### src/rtl/onfi_neg_pkg.sv
package onfi_neg_pkg;
    localparam int FAST_MODE = 5;
    localparam int SLOW_MODE = 4;
    localparam int SUP_W     = FAST_MODE + 1;
    localparam int MODE_W    = 3;

    localparam logic [1:0] CLK_NORM = 2'b00;
    localparam logic [1:0] CLK_80   = 2'b01;
    localparam logic [1:0] CLK_100  = 2'b10;

    typedef enum logic [1:0] {
        ST_IDLE = 2'd0,
        ST_SET  = 2'd1,
        ST_GET  = 2'd2
    } neg_st_e;

    typedef struct packed {
        neg_st_e           st;
        logic              cs;
        logic              req;
        logic              is_get;
        logic [MODE_W-1:0] cand;
        logic [MODE_W-1:0] mode;
        logic              edo;
        logic [1:0]        clk;
        logic              done;
        logic              err;
    } neg_regs_t;
endpackage

### src/rtl/onfi_mode_pick.sv
module onfi_mode_pick
    import onfi_neg_pkg::*;
(
    input  logic [SUP_W-1:0]  mask_i,
    output logic              found_o,
    output logic [MODE_W-1:0] mode_o
);
    logic [MODE_W-1:0] top_bit;

    // highest set bit wins; it is usable only at or above the slowest EDO mode
    always_comb begin
        top_bit = '0;
        for (int i = 0; i < SUP_W; i++) begin
            if (mask_i[i]) top_bit = MODE_W'(i);
        end
    end

    assign found_o = (top_bit >= MODE_W'(SLOW_MODE));
    assign mode_o  = found_o ? top_bit : '0;
endmodule

### src/rtl/onfi_clk_map.sv
module onfi_clk_map
    import onfi_neg_pkg::*;
(
    input  logic [MODE_W-1:0] mode_i,
    output logic [1:0]        sel_o
);
    assign sel_o = (mode_i == MODE_W'(FAST_MODE)) ? CLK_100 : CLK_80;
endmodule

### src/rtl/onfi_param_pack.sv
module onfi_param_pack
    import onfi_neg_pkg::*;
#(
    parameter int NBYTES = 4
) (
    input  logic [MODE_W-1:0]   mode_i,
    output logic [8*NBYTES-1:0] param_o
);
    for (genvar b = 0; b < NBYTES; b++) begin : g_byte
        if (b == 0) begin : g_first
            assign param_o[7:0] = {{(8-MODE_W){1'b0}}, mode_i};
        end else begin : g_zero
            assign param_o[8*b+7:8*b] = 8'h00;
        end
    end
endmodule

### src/rtl/onfi_mode_negotiator.sv
module onfi_mode_negotiator
    import onfi_neg_pkg::*;
#(
    parameter logic [7:0] FEAT_ADDR   = 8'h01,
    parameter int         PARAM_BYTES = 4
) (
    input  logic                     clk,
    input  logic                     rst_n,
    input  logic                     start_i,
    input  logic [SUP_W-1:0]         mode_support_i,
    output logic                     cmd_req_o,
    output logic                     cmd_is_get_o,
    output logic [7:0]               cmd_addr_o,
    output logic [8*PARAM_BYTES-1:0] cmd_param_o,
    input  logic                     cmd_ack_i,
    input  logic                     cmd_err_i,
    input  logic [7:0]               cmd_rdata_i,
    output logic                     chip_sel_o,
    output logic [MODE_W-1:0]        mode_o,
    output logic [1:0]               clk_sel_o,
    output logic                     edo_en_o,
    output logic                     done_o,
    output logic                     err_o
);
    neg_regs_t         r_q, r_d;
    logic              pick_found;
    logic [MODE_W-1:0] pick_mode;
    logic [1:0]        fast_sel;
    logic              readback_ok;

    onfi_mode_pick u_pick (
        .mask_i  (mode_support_i),
        .found_o (pick_found),
        .mode_o  (pick_mode)
    );

    onfi_clk_map u_clk (
        .mode_i (r_q.cand),
        .sel_o  (fast_sel)
    );

    onfi_param_pack #(.NBYTES(PARAM_BYTES)) u_pack (
        .mode_i  (r_q.cand),
        .param_o (cmd_param_o)
    );

    assign readback_ok = !cmd_err_i &&
                         (cmd_rdata_i == {{(8-MODE_W){1'b0}}, r_q.cand});

    always_comb begin
        r_d      = r_q;
        r_d.done = 1'b0;
        r_d.err  = 1'b0;
        unique case (r_q.st)
            ST_IDLE: begin
                if (start_i) begin
                    r_d.edo  = 1'b0;
                    r_d.mode = '0;
                    r_d.clk  = CLK_NORM;
                    r_d.cand = pick_mode;
                    if (pick_found) begin
                        r_d.st     = ST_SET;
                        r_d.cs     = 1'b1;
                        r_d.req    = 1'b1;
                        r_d.is_get = 1'b0;
                    end else begin
                        r_d.done = 1'b1;
                    end
                end
            end
            ST_SET: begin
                if (cmd_ack_i) begin
                    if (cmd_err_i) begin
                        r_d.st     = ST_IDLE;
                        r_d.cs     = 1'b0;
                        r_d.req    = 1'b0;
                        r_d.is_get = 1'b0;
                        r_d.done   = 1'b1;
                        r_d.err    = 1'b1;
                    end else begin
                        r_d.st     = ST_GET;
                        r_d.is_get = 1'b1;
                    end
                end
            end
            ST_GET: begin
                if (cmd_ack_i) begin
                    r_d.st     = ST_IDLE;
                    r_d.cs     = 1'b0;
                    r_d.req    = 1'b0;
                    r_d.is_get = 1'b0;
                    r_d.done   = 1'b1;
                    if (readback_ok) begin
                        r_d.edo  = 1'b1;
                        r_d.mode = r_q.cand;
                        r_d.clk  = fast_sel;
                    end else begin
                        r_d.err  = 1'b1;
                    end
                end
            end
            default: r_d.st = ST_IDLE;
        endcase
    end

    always_ff @(posedge clk) begin
        if (!rst_n) begin
            r_q <= '{st: ST_IDLE, default: '0};
        end else begin
            r_q <= r_d;
        end
    end

    assign cmd_req_o    = r_q.req;
    assign cmd_is_get_o = r_q.is_get;
    assign cmd_addr_o   = FEAT_ADDR;
    assign chip_sel_o   = r_q.cs;
    assign mode_o       = r_q.mode;
    assign clk_sel_o    = r_q.clk;
    assign edo_en_o     = r_q.edo;
    assign done_o       = r_q.done;
    assign err_o        = r_q.err;
endmodule

### config.mk
export PLATFORM = sky130hd
export DESIGN_NAME = onfi_mode_negotiator
export DESIGN_NICKNAME = d
export VERILOG_FILES = /design/src/rtl/onfi_neg_pkg.sv /design/src/rtl/onfi_mode_pick.sv /design/src/rtl/onfi_clk_map.sv /design/src/rtl/onfi_param_pack.sv /design/src/rtl/onfi_mode_negotiator.sv
export SDC_FILE = /design/constraint.sdc
export NUM_CORES = 1
export LEC_CHECK = 0
export BUFFER_PORTS_ARGS = -buffer_cell sky130_fd_sc_hd__clkbuf_2
export CORE_UTILIZATION = 25
export CTS_CLUSTER_DIAMETER = 80
export DETAILED_ROUTE_END_ITERATION = 7
export GPL_TIMING_DRIVEN = 1
export MAX_ROUTING_LAYER = met4
export PLACE_DENSITY_LB_ADDON = 0.15
export REMOVE_ABC_BUFFERS = 1
export SYNTH_ARGS = -nofsm -noshare
export SYNTH_HDL_FRONTEND = slang
export SYNTH_HIERARCHICAL = 1
export SYNTH_SLANG_ARGS = --single-unit
### constraint.sdc
create_clock -name clk -period 1.9 [get_ports clk]
set_clock_uncertainty 0.05 [all_clocks]
set_input_delay 0.38 -clock clk [delete_from_list [all_inputs] [get_ports clk]]
set_output_delay 0.38 -clock clk [all_outputs]
set_load 0.01 [all_outputs]
==> metrics.txt <==
status=finished with violations; failing checks=DRC; Slew Viols, Final=0; Cells after Synth=143; die width=71.1 µm; Power Density=629 nW/µm²; clk root buf=clkbuf_8; CP startpoint kind=register; mean post-synth cell area=8.35 µm²; Worst-path clk slew=60 ps; drt pass-1 iters=6; vias in the first global route=730; Worst EP arrival=1850 ps; RePlAce Congestion=0.760; later-pin clock latency in the skew report=250 ps; # H-tree levels=1; post-route ant nets=0; port bufs=28; Yosys warning total=6; clk sinks=15; final net count=184; CP required=2030 ps; post-DR wirelength/cell=10.4 µm; hold_buf cts=0; post-DP HPWL=1800 µm; largest net degree at the start of global routing=14; Post-CTS Resized=0; Leak=0.000577 µW; Setup TNS=0 ps; count of cell types in the netlist=36; diodes inserted=0; critical path type=reg -> reg; first-pass GRT wire length=3440 µm; Starting DRT DRC Count=36; Rows=24; Min-Delay Path Class=in -> reg; final setup vio count=0; Total Wirelength=2210 µm; fraction of layout cells with a size suffix above 1=24.4%; Worst R2R Path Depth=6; fin crit share=90.7%; number of CTS-inserted buffers=3; post-CTS setup buffer count=0; Synth Cell Area=1190 µm²; Worst setup EP type=register; Initial Util=26.7%; total track usage=8.98%; Clock Tree Buf Depth=2; Hold Fails Final Rpt=0; VDD IR-drop max=284 µV; routed vias/inst=3.84; drt drc=7; part of the Yosys area used for sequential elements=25.2%; minimum clock period=1720 ps; Yosys reg bits=15; Worst Hold Depth=3; area delta synth->final=1.36%; CTS tree=yes; antenna violations before repair=0; unrepaired setup endpoints after global routing=false; leading cell types in the layout, fill and taps excluded=conb_1 (38), clkbuf_2 (28), nand2_1 (21); asr flop ratio synth=0%; area of the die=5060 µm²; final core occ=27.0%; I/O pin count=70; total gr overflow=0; Vias=814; fmax=581 MHz; max cap viols=0; commonest non-fill, non-tap cell in the layout=conb_1; Chip Height=71.1 µm; number of synthesized flops with an enable pin=0; Post-synth top flop=dfxtp_1; Critical Path Fanout Max=6; core footprint=4470 µm²; worst hold margin=364 ps
## report_power, final
group,total (µW),internal [µW],switching [µW]
Sequential,339,325,13.1
Clock,263,149,114
Combinational,160,58.0,102
## critical path: stages (launching register included)
cell and delay (ps):
dfxtp_1 390, inv_1 80, ha_1 270, inv_2 60, o211ai_1 130, nor3_4 430, mux2i_1 240
## layer usage
metal	GRT usage [%]	up-vias	part of all wire (%)
li1	-	416	-
met1	10.2	360	43
met2	15.2	36	49
met3	3.56	2	7.5
met4	1.33	0	0.27
met5	-	-	0
## flip-flops by register name, indices dropped and copies added, names as in the netlist
name,cells
done_o,1
clk_sel_o,2
r_q,5
cmd_is_get_o,1
mode_o,3
err_o,1
edo_en_o,1
cmd_req_o,1
## Yosys cell counts, drive strengths merged, types with 3 or more instances
cell type   n  area share [%]
xnor2       3             3.5
nor2        3            0.94
a21boi      6             3.8
buf        49              31
dfxtp      15              25
nand3       5             2.5
conb        4             1.3
o21a        4             2.5
ha          4             4.2
nand2      21             6.6
mux2i       5             4.2
inv         3            0.94
## per-stage QoR
stage | worst slack (ps) | power [µW] | area, µm² | instances
after global placement | 236 | 502 | 1160 | 208
after global routing | 77.9 | 815 | 1210 | 212
after detailed placement | 176 | 503 | 1160 | 208
after floorplan | 362 | 448 | 945 | 126
after CTS | 156 | 773 | 1210 | 212
final | 177 | 761 | 1210 | 212
## kinds of logic (layout without fill, tap and decap cells)
group / count (synthesis) / count (layout) / synth area share [%]
flip-flops: 15 / 15 / 25.2
XOR/XNOR: 3 / 3 / 3.46
buffers and inverters: 54 / 37 / 32.5
AND/OR/NAND/NOR: 41 / 41 / 18.3
AO/OA/AOI/OAI: 17 / 17 / 10.9
adder cells (fa/ha/maj): 4 / 4 / 4.19
other: 4 / 38 / 1.26
multiplexers: 5 / 5 / 4.19
## path summary, 6_finish.rpt
check / startpoint / endpoint / slack [ps]
worst max-delay path: r_q[14]$_SDFFE_PN0P_ / mode_o[0]$_SDFFE_PN0P_ / 180
worst min-delay path: mode_support_i[5] / r_q[8]$_SDFFE_PN0P_ / 360
worst max register to register: r_q[14]$_SDFFE_PN0P_ / mode_o[0]$_SDFFE_PN0P_ / 180
worst min register to register: clk_sel_o[1]$_SDFFE_PN0P_ / clk_sel_o[1]$_SDFFE_PN0P_ / 410
## layout make-up
| cell class | instances | area [µm²] |
|---|---|---|
| Clock buffer | 4 | 45.0 |
| Fill cell | 511 | 3260 |
| Inverter | 3 | 11.3 |
| Multi-Input combinational cell | 108 | 633 |
| Sequential cell | 15 | 300 |
| Tap cell | 52 | 65.1 |
| Timing Repair Buffer | 30 | 155 |
Power figures use the tool's default switching activity.
